==> src/rtl/ftb_comp_pkg.sv <==
package ftb_comp_pkg;

  typedef enum logic [1:0] {
    PX_UNINIT = 2'd0,
    PX_TRANS  = 2'd1,
    PX_OPAQUE = 2'd2
  } px_state_e;

  typedef enum logic [1:0] {
    CK_EMPTY = 2'd0,
    CK_TRANS = 2'd1,
    CK_SOLID = 2'd2
  } cand_kind_e;

  typedef struct packed {
    px_state_e   st;
    logic [11:0] rgb;
    logic [3:0]  tr;
  } px_entry_t;

  // one channel: stored colour keeps (15-a)/15, newcomer fills a/15
  function automatic logic [3:0] mix_chan(input logic [3:0] s,
                                          input logic [3:0] n,
                                          input logic [3:0] a);
    logic [8:0] acc;
    acc = 9'(s) * 9'(4'd15 - a) + 9'(n) * 9'(a) + 9'd7;
    return 4'(acc / 9'd15);
  endfunction

  function automatic logic [11:0] mix_rgb(input logic [11:0] s,
                                          input logic [11:0] n,
                                          input logic [3:0]  a);
    return {mix_chan(s[11:8], n[11:8], a),
            mix_chan(s[7:4],  n[7:4],  a),
            mix_chan(s[3:0],  n[3:0],  a)};
  endfunction

  // stacked transparency, never reaching opaque from two clear-ish pixels
  function automatic logic [3:0] stack_tr(input logic [3:0] a,
                                          input logic [3:0] b);
    logic [8:0] p;
    logic [3:0] q;
    p = 9'(a) * 9'(b) + 9'd7;
    q = 4'(p / 9'd15);
    return (q == 4'd0) ? 4'd1 : q;
  endfunction

endpackage

==> src/rtl/ftb_cand_resolve.sv <==
module ftb_cand_resolve
  import ftb_comp_pkg::*;
(
  input  logic       index_zero,
  input  logic [3:0] pal_alpha,
  input  logic       ovr_en,
  input  logic [3:0] ovr_alpha,
  output logic [3:0] eff_alpha,
  output cand_kind_e kind
);

  always_comb begin
    eff_alpha = ovr_en ? ovr_alpha : pal_alpha;
    if (index_zero || eff_alpha == 4'd15) kind = CK_EMPTY;
    else if (eff_alpha == 4'd0)           kind = CK_SOLID;
    else                                  kind = CK_TRANS;
  end

endmodule

==> src/rtl/ftb_pixel_merge.sv <==
module ftb_pixel_merge
  import ftb_comp_pkg::*;
#(
  parameter int L_W = 3
) (
  input  px_entry_t        cur,
  input  logic [L_W-1:0]   cur_floor,
  input  logic [L_W-1:0]   layer,
  input  cand_kind_e       kind,
  input  logic [11:0]      rgb,
  input  logic [3:0]       eff_alpha,
  input  logic             mask_en,
  input  logic [L_W-1:0]   mask_target,
  output px_entry_t        nxt,
  output logic [L_W-1:0]   nxt_floor
);

  logic skip;

  always_comb begin
    nxt       = cur;
    nxt_floor = cur_floor;
    skip      = (cur.st == PX_OPAQUE) || (layer < cur_floor) || (kind == CK_EMPTY);
    if (!skip) begin
      if (mask_en) begin
        if (kind == CK_SOLID && mask_target > cur_floor) nxt_floor = mask_target;
      end else begin
        case (cur.st)
          PX_UNINIT: begin
            nxt.rgb = rgb;
            nxt.tr  = eff_alpha;
            nxt.st  = (kind == CK_SOLID) ? PX_OPAQUE : PX_TRANS;
          end
          PX_TRANS: begin
            nxt.rgb = mix_rgb(cur.rgb, rgb, cur.tr);
            if (kind == CK_SOLID) begin
              nxt.st = PX_OPAQUE;
              nxt.tr = 4'd0;
            end else begin
              nxt.tr = stack_tr(cur.tr, eff_alpha);
            end
          end
          default: ;
        endcase
      end
    end
  end

endmodule

==> src/rtl/ftb_line_packer.sv <==
module ftb_line_packer #(
  parameter int NPIX = 12,
  localparam int WORDS = NPIX / 3,
  localparam int A_W = (WORDS > 1) ? $clog2(WORDS) : 1
) (
  input  logic              clk,
  input  logic              rst,
  input  logic [NPIX*12-1:0] line_pix,
  input  logic [A_W-1:0]    rd_addr,
  output logic [35:0]       rd_word
);

  logic [35:0] words [WORDS];

  for (genvar w = 0; w < WORDS; w++) begin : g_word
    assign words[w] = line_pix[w*36 +: 36];
  end

  always_ff @(posedge clk) begin
    if (rst)                                         rd_word <= '0;
    else if ({1'b0, rd_addr} < (A_W+1)'(WORDS))      rd_word <= words[rd_addr];
    else                                             rd_word <= '0;
  end

endmodule

==> src/rtl/ftb_compositor.sv <==
module ftb_compositor
  import ftb_comp_pkg::*;
#(
  parameter int NPIX   = 12,   // multiple of 3
  parameter int NLAYER = 8,
  localparam int L_W   = (NLAYER > 1) ? $clog2(NLAYER) : 1,
  localparam int X_W   = $clog2(NPIX),
  localparam int WORDS = NPIX / 3,
  localparam int A_W   = (WORDS > 1) ? $clog2(WORDS) : 1
) (
  input  logic           clk,
  input  logic           rst,
  input  logic           line_start,
  input  logic           cand_valid,
  input  logic [X_W-1:0] cand_x,
  input  logic [L_W-1:0] cand_layer,
  input  logic           cand_index_zero,
  input  logic [11:0]    cand_rgb,
  input  logic [3:0]     cand_alpha,
  input  logic           lyr_ovr_en,
  input  logic [3:0]     lyr_ovr_alpha,
  input  logic           lyr_mask_en,
  input  logic [L_W-1:0] lyr_mask_target,
  input  logic [A_W-1:0] rd_addr,
  output logic [35:0]    rd_word,
  output logic           resp_valid,
  output logic [X_W-1:0] resp_x,
  output logic           resp_more,
  output logic [L_W-1:0] resp_floor
);

  px_entry_t      ent [NPIX];
  logic [L_W-1:0] flr [NPIX];

  logic           x_ok, accept;
  logic [X_W-1:0] idx;
  logic [3:0]     eff_alpha;
  cand_kind_e     kind;
  px_entry_t      nxt;
  logic [L_W-1:0] nxt_floor;
  logic [NPIX*12-1:0] line_pix;

  assign x_ok   = {1'b0, cand_x} < (X_W+1)'(NPIX);
  assign idx    = x_ok ? cand_x : '0;
  assign accept = cand_valid && !line_start && x_ok;

  ftb_cand_resolve u_resolve (
    .index_zero (cand_index_zero),
    .pal_alpha  (cand_alpha),
    .ovr_en     (lyr_ovr_en),
    .ovr_alpha  (lyr_ovr_alpha),
    .eff_alpha  (eff_alpha),
    .kind       (kind)
  );

  ftb_pixel_merge #(.L_W(L_W)) u_merge (
    .cur         (ent[idx]),
    .cur_floor   (flr[idx]),
    .layer       (cand_layer),
    .kind        (kind),
    .rgb         (cand_rgb),
    .eff_alpha   (eff_alpha),
    .mask_en     (lyr_mask_en),
    .mask_target (lyr_mask_target),
    .nxt         (nxt),
    .nxt_floor   (nxt_floor)
  );

  always_ff @(posedge clk) begin
    if (rst || line_start) begin
      for (int i = 0; i < NPIX; i++) begin
        ent[i] <= '{st: PX_UNINIT, rgb: 12'd0, tr: 4'd0};
        flr[i] <= '0;
      end
    end else if (accept) begin
      ent[idx] <= nxt;
      flr[idx] <= nxt_floor;
    end
  end

  always_ff @(posedge clk) begin
    if (rst) begin
      resp_valid <= 1'b0;
      resp_x     <= '0;
      resp_more  <= 1'b0;
      resp_floor <= '0;
    end else begin
      resp_valid <= accept;
      if (accept) begin
        resp_x     <= cand_x;
        resp_more  <= (nxt.st != PX_OPAQUE);
        resp_floor <= nxt_floor;
      end
    end
  end

  for (genvar p = 0; p < NPIX; p++) begin : g_disp
    assign line_pix[p*12 +: 12] = (ent[p].st == PX_UNINIT) ? 12'd0 : ent[p].rgb;
  end

  ftb_line_packer #(.NPIX(NPIX)) u_pack (
    .clk      (clk),
    .rst      (rst),
    .line_pix (line_pix),
    .rd_addr  (rd_addr),
    .rd_word  (rd_word)
  );

endmodule

==> config.mk <==
export PLATFORM = sky130hd
export DESIGN_NAME = ftb_compositor
export DESIGN_NICKNAME = d
export VERILOG_FILES = /design/src/rtl/ftb_comp_pkg.sv /design/src/rtl/ftb_cand_resolve.sv /design/src/rtl/ftb_pixel_merge.sv /design/src/rtl/ftb_line_packer.sv /design/src/rtl/ftb_compositor.sv
export SDC_FILE = /design/constraint.sdc
export NUM_CORES = 1
export LEC_CHECK = 0
export ABC_AREA = 1
export BUFFER_PORTS_ARGS = -buffer_cell sky130_fd_sc_hd__buf_4
export CAP_MARGIN = 5
export CORE_ASPECT_RATIO = 1.75
export CORE_MARGIN = 2
export CORE_UTILIZATION = 61
export CTS_CLUSTER_SIZE = 30
export DETAILED_ROUTE_END_ITERATION = 7
export MAX_ROUTING_LAYER = met4
export PLACE_DENSITY_LB_ADDON = 0.1
export SLEW_MARGIN = 30
export SYNTH_ARGS = -nofsm -noshare
export SYNTH_HDL_FRONTEND = slang
export SYNTH_SLANG_ARGS = --single-unit
export TNS_END_PERCENT = 100
==> constraint.sdc <==
create_clock -name clk -period 24.1 [get_ports clk]
set_input_delay 4.82 -clock clk [delete_from_list [all_inputs] [get_ports clk]]
set_output_delay 4.82 -clock clk [all_outputs]
set_load 0.01 [all_outputs]
==> flow_metrics.tcl, run 1 <==
set metrics [dict create \
    fin_skew_ns 0.02024 \
    setup_viol 0 \
    coreArea_um2 38390 \
    overflow 0 \
    syn_inst 2730 \
    wl_per_cell_um 22.75 \
    top_level_ports 84 \
    diodes 0 \
    clockBufferDepth 3 \
    die_y_um 265.1 \
    n_fill_cell 3161 \
    power_mw 3.940 \
    synth_cell_types 57 \
    crit_path_frequent_cell "nand2_1" \
    maxSlewViolCount 0 \
    post-route-min-period_ns 14.87 \
    fin_cells 3246 \
    cts_sinks 381 \
    cp_max_fo 42 \
    vias 20590 \
    hold_path_depth 2 \
    clock_latency_ns 0.59 \
    p_leak_nw 11.29 \
    drive_above_1_share_pct 10.94 \
    synth_edf_count 336 \
    worst_pin_slew_ns 1.029 \
    cap_violations 0 \
    synth_nets 2927 \
    worstHoldStart "resp_x[1]$_SDFFE_PP0P_" \
    critPathMaxStageDelay_ns 0.60 \
    status "complete, no violations" \
    area_growth_pct 8.053 \
    start_util_pct 61.88 \
    multiInputGateArea_um2 10690 \
    place_inst 3187 \
    cp_slowest_cell "nand2_1" \
    start_kind "primary input" \
    ys_seq_area_share_pct 46.26 \
    grt_pass1_vias 20660 \
    grt_usage_pct 37.12 \
    seqCellArea_um2 10990 \
    peakVddDrop_mv 0.3755 \
    post-cts-setup-buffer-count 0 \
    async_flop_share_pct 0 \
    via_per_inst 6.344 \
    cts_tree "done" \
    firstDrtPassIters 7 \
    initialDrtViolationCount 2134 \
    dieWidth_um 153.2 \
    cp-end-kind "flop" \
    ant_nets 0 \
    fin_tns_setup_ns 0 \
    row_count 95 \
    fin_crit_sh_pct 61.71 \
    crit_type "primary input to flop" \
    avgSynthCellArea_um2 8.702 \
    reg2reg_depth 51 \
    wl_met1_um 23720 \
    grt_max_degree 90 \
    path_clk_slew_ns 0.07 \
    relSlewSlack_pct 31.22 \
    gp_congestion 0.9415 \
    postCtsResizedCells 0 \
    ys.flop_type "edfxtp_1" \
    holdCritPathClass "flop to flop" \
    synth_area_um2 23760 \
    dp.final_hpwl_um 49160 \
    ys_warn_count 0 \
    cts_hold_buf 0 \
    crit_buf_inv 13 \
    rsz0062_at_grt "false" \
    wl_um 73840 \
    crit_cells 59 \
    max_freq_mhz 67.24 \
    numCtsBuffers 31 \
    synth-seq-cells 381 \
    root_buffer "clkbuf_16" \
    worst_path_dominant_cell_family "simple AND/OR/NAND/NOR gates" \
    met3WireLength_um 7772 \
    hold_viol 0 \
    die_area_um2 40600 \
    port_buffers 83 \
    powerDensity_nw_per_um2 153.5 \
    grt_pass1_wl_um 112900 \
    routed-wl-met2_um 36710 \
    crit_start "cand_x[2]" \
    cp.arrival_ns 15.18 \
    required_ns 24.41 \
    antenna_found_initial 0 \
    remaining_drc_errors 0 \
    htreeDepth 1 \
    top_layer "met4" \
    crit-reg2reg-launch "ent[15][3]$_DFFE_PP_" \
    layout.nets 2934 \
]
==> stage by stage <==
step	area (um^2)	setup slack (ns)	util (%)	hold slack, ns
final	25670	9.228	66.86	0.4911
after global routing	25670	8.335	66.86	0.5350
after CTS	25610	9.349	66.72	0.4934
after detailed placement	24660	8.744	64.23	0.4796
after global placement	24660	9.109	64.22	0.4765
after floorplan	23760	10.60	-	0.4920
==> sequential cells by signal, indices dropped and copies added (netlist names) <==
register and count:
resp_x 4, resp_more 1, flr 48, resp_valid 1
ent 288, resp_floor 3, u_pack.rd_word 36
==> logic make-up after synthesis <==
group	after synthesis	synth area share [%]
simple gates	1170	20.91
fa+ha+maj	158	10.22
compound gates	463	12.79
xor+xnor	22	0.8111
buf+inv	534	8.927
mux	2	0.08427
flops	381	46.26
==> Yosys cell counts, types with 3 or more instances <==
master	instances	area share, %
a21oi_1	77	1.6
a21oi_2	20	0.74
a221oi_1	45	1.7
a22oi_1	27	0.85
a31oi_1	78	2.1
buf_1	13	0.21
buf_2	9	0.19
buf_4	4	0.13
buf_6	7	0.33
clkbuf_1	117	1.8
clkinv_1	4	0.063
dfxtp_1	45	3.8
edfxtp_1	336	42
fa_1	60	5.1
ha_1	98	5.2
inv_1	363	5.7
inv_2	13	0.21
nand2_1	530	8.4
nand2_2	32	0.84
nand2_4	5	0.24
nand3_1	144	3.0
nand3_2	13	0.55
nand4_1	19	0.50
nor2_1	366	5.8
nor2_2	18	0.47
nor2_4	3	0.14
nor3_1	29	0.61
o211ai_1	7	0.22
o21ai_0	55	1.2
o21ai_1	17	0.36
o21ai_2	4	0.15
o21bai_1	7	0.22
o21bai_2	3	0.14
o22ai_1	81	2.1
o311ai_0	9	0.33
o31ai_1	15	0.47
or2_2	5	0.13
xnor2_1	7	0.26
xor2_1	15	0.55
==> worst reg2reg max path, delay by kind of cell, from the launching register on <==
family	cells	cell delay (ns)
buffers and inverters	8	0.87
XOR/XNOR	1	0.18
AND/OR/NAND/NOR	27	3.50
AO/OA/AOI/OAI	9	1.34
adder cells (fa/ha/maj)	6	2.64
flip-flops	1	0.37
==> report_power, final <==
group	total (mW)	switching (mW)	leakage, nW	internal, mW
Combinational	2.69	1.82	6.88	0.868
Clock	0.492	0.229	0.468	0.263
Sequential	0.759	0.0104	3.94	0.749
Total	3.94	2.06	11.3	1.88
==> placed cells by master, fill, tap and decap left out, types with 8 or more instances in the layout <==
cell type and instances:
nand3_2 13, a31oi_1 78, nor2_1 360, nor3_1 29, a221oi_1 45, nor2_2 20
a22oi_1 27, o21ai_0 55, dfxtp_1 45, fa_1 60, clkbuf_16 31, buf_4 124
o22ai_1 81, nand2_1 526, edfxtp_1 336, a21oi_2 20, clkinv_1 8, a21oi_1 77
o31ai_1 15, ha_1 97, clkbuf_1 13, o21ai_1 17, nand4_1 19, inv_1 362
nand2_2 36, xor2_1 15, nand3_1 144, inv_2 13, o311ai_0 8
==> final cells by class <==
| type | instances | area share (%) |
|---|---|---|
| Sequential cell | 381 | 42.82 |
| Clock buffer | 49 | 3.480 |
| Tap cell | 485 | 2.364 |
| Clock inverter | 8 | 0.2388 |
| Inverter | 382 | 5.605 |
| Timing Repair Buffer | 126 | 3.841 |
| Multi-Input combinational cell | 1815 | 41.66 |
==> worst paths after layout <==
path                       endpoint  slack [ns]
max reg2reg    ent[14][4]$_DFFE_PP_       14.92
min          resp_x[1]$_SDFFE_PP0P_        0.49
max            ent[14][4]$_DFFE_PP_        9.23
min reg2reg  resp_x[1]$_SDFFE_PP0P_        0.49
==> routing by layer <==
layer	vias to the layer above	track usage, %
li1	9205	-
met1	9637	40.21
met2	1345	63.16
met3	407	5.833
met4	0	24.10
met5	-	-
No activity file was read; power rests on OpenSTA's default activity.
==> run 2: changes to the inputs <==
Settings changed: ABC_AREA 1 to 0, CORE_UTILIZATION 61 to 57.
Clock period 24.1 ns to 12.41 ns, I/O delays scaled along.
==> run 2 against run 1 <==
Effect of this change: clock skew is 0.0089 ns lower; area after synthesis is 2.8% higher; sequential share of layout area is 2.2 points lower; sequential power is 96% higher; first-iteration DRC count is 6.2% lower.
==> flow_metrics.tcl, run 2 <==
set metrics [dict create \
    port_buffers 83 \
    ys_warn_count 0 \
    synth_compound_area_share_pct 18.88 \
    fin_skew_ns 0.01138 \
    grt_pass1_wl_um 124600 \
    setup_viol 0 \
    postCtsResizedCells 0 \
    cp-end-kind "flop" \
    top_level_ports 84 \
    overflow 0 \
    htreeDepth 1 \
    antenna_found_initial 0 \
    synth_top_family_by_area "compound AO/OA/AOI/OAI gates" \
    p_int_mw 4.216 \
    synth.area.top_cells "edfxtp_1, nor2_1, ha_1, fa_1, dfxtp_1" \
    peakVddDrop_mv 0.4861 \
    top_register "ent" \
    seq_power_share_pct 18.4 \
    cp_max_fo 24 \
    synth_top_area_cell "edfxtp_1" \
    coreArea_um2 42420 \
    avgSynthCellArea_um2 9.858 \
    firstDrtPassIters 5 \
    cp.arrival_ns 12.07 \
    largestRegisters "ent (288), flr (48), u_pack.rd_word (36)" \
    switching_share_pct 48.08 \
    layout.nets 2722 \
    die_y_um 277.8 \
    grt_usage_pct 38.15 \
    die_area_um2 44580 \
    top_layer "met4" \
    synth_cell_types 106 \
    required_ns 12.75 \
    grt_max_degree 73 \
    area_growth_pct 10.75 \
    powerDensity_nw_per_um2 300.3 \
    cts_sinks 381 \
    most-common-layout-cells "nor2_1, edfxtp_1, buf_4" \
    grt_pass1_vias 21170 \
    synthXorXnorAreaFrac_pct 1.419 \
    wl_per_cell_um 26.77 \
    power_mw 8.120 \
    relSlewSlack_pct 28.90 \
    p_comb_share_pct 67.7 \
    start_kind "primary input" \
    status "complete, no violations" \
    synth_nets 2674 \
    clock_latency_ns 0.60 \
    cp_slowest_cell "fa_1" \
    dieWidth_um 160.5 \
    numCtsBuffers 31 \
    via_per_inst 6.744 \
    drive_above_1_share_pct 13.61 \
    post-cts-setup-buffer-count 0 \
    fin_tns_setup_ns 0 \
    root_buffer "clkbuf_16" \
    yosys.area_share.simple_pct 15.68 \
    gp_congestion 0.9583 \
    ys_seq_area_share_pct 45.01 \
    fin_crit_sh_pct 94.48 \
    hold_viol 0 \
    async_flop_share_pct 0 \
    initialDrtViolationCount 2002 \
    largest_register_ffs 288 \
    synth.mux.area_fraction_pct 3.146 \
    rsz0062_at_grt "false" \
    fin_ws_ns 0.6846 \
    p_leak_nw 10.79 \
    synth_edf_count 336 \
    pre_cts_ws_ns 0.2223 \
    wl_um 83280 \
    worst_pin_slew_ns 1.064 \
    p_clk_share_pct 13.9 \
    max_freq_mhz 85.29 \
    maxSlewViolCount 0 \
    ys.flop_type "edfxtp_1" \
    met3WireLength_um 6745 \
    remaining_drc_errors 0 \
    yosys.cell_count.top_type "nor2_1" \
    layout_commonest_cell "nor2_1" \
    holdCritPathClass "flop to flop" \
    synthAdderAreaFrac_pct 10.07 \
    routed-wl-met2_um 42210 \
    synth-seq-cells 381 \
    post-route-min-period_ns 11.73 \
    ant_nets 0 \
    syn_inst 2477 \
    row_count 100 \
    cts_hold_buf 0 \
    wl_met1_um 27080 \
    synth_top_area_share_pct 41.32 \
    path_clk_slew_ns 0.07 \
    p_switching_mw 3.904 \
    cts_tree "done" \
    dp.final_hpwl_um 58810 \
    synth_area_um2 24420 \
    diodes 0 \
    cap_violations 0 \
    vias 20980 \
    synth_commonest_cells "nor2_1, edfxtp_1, inv_1" \
    crit_type "primary input to flop" \
    critPathMaxStageDelay_ns 0.58 \
    clockBufferDepth 3 \
    start_util_pct 57.57 \
]
[run 2: final timing paths]
path / slack, ns / end / startpoint / depth (start not counted)
hold reg to reg: 0.49 / resp_floor[2]$_SDFFE_PP0P_ / resp_floor[2]$_SDFFE_PP0P_ / 2
hold / removal: 0.49 / resp_floor[2]$_SDFFE_PP0P_ / resp_floor[2]$_SDFFE_PP0P_ / 2
setup / recovery: 0.68 / ent[15][4]$_DFFE_PP_ / cand_x[2] / 37
setup reg to reg: 3.01 / ent[15][4]$_DFFE_PP_ / ent[1][6]$_SDFFCE_PN0P_ / 35
[run 2: area by class of cell]
type                       instances  area, um^2
multi-input combinational       1746       12100
tap                              561       701.9
sequential                       381       10990
fill                            3500       15370
clock buffer                      36       804.5
timing repair buffer             189        1444
clock inverter                    22       344.1
inverter                         176       660.6
[run 2: power by group through the flow]
stage          combinational (mW)  sequential (mW)  clock (mW)
2_1_floorplan                4.05             1.51           0
3_3_place_gp                 5.29             1.52           0
3_5_place_dp                 5.37             1.52           0
4_1_cts                      5.40             1.49        1.12
5_1_grt                      6.06             1.49        1.17
6_report                     5.50             1.49        1.13
[run 2: through the flow]
stage | hold WS, ns | cell area [um^2] | util (%) | std cells
5_1_grt | 0.5351 | 27040 | 63.76 | 3111
2_1_floorplan | 0.5238 | 24420 | - | 2477
4_1_cts | 0.4966 | 27040 | 63.75 | 3111
3_3_place_gp | 0.4709 | 25880 | 61.02 | 3053
3_5_place_dp | 0.4803 | 25890 | 61.04 | 3053
6_report | 0.4949 | 27040 | 63.76 | 3111
[run 2: kinds of logic after synthesis]
family	Yosys count
simple gates	816
xor+xnor	38
flops	381
buf+inv	350
mux	73
compound gates	658
fa+ha+maj	161
[run 2: worst max-delay path: cells and delay by family]
kind                     cells  cell delay (ns)
XOR/XNOR                     1             0.38
buffers and inverters        9             1.38
AO/OA/AOI/OAI               14             2.91
adder cells (fa/ha/maj)      7             3.18
AND/OR/NAND/NOR              6             1.70
[run 2: per-layer routing]
layer	GRT usage, %	up-vias
met4	27.19	0
met2	66.62	1242
met5	-	-
met3	4.531	429
met1	39.62	10170
li1	-	9145
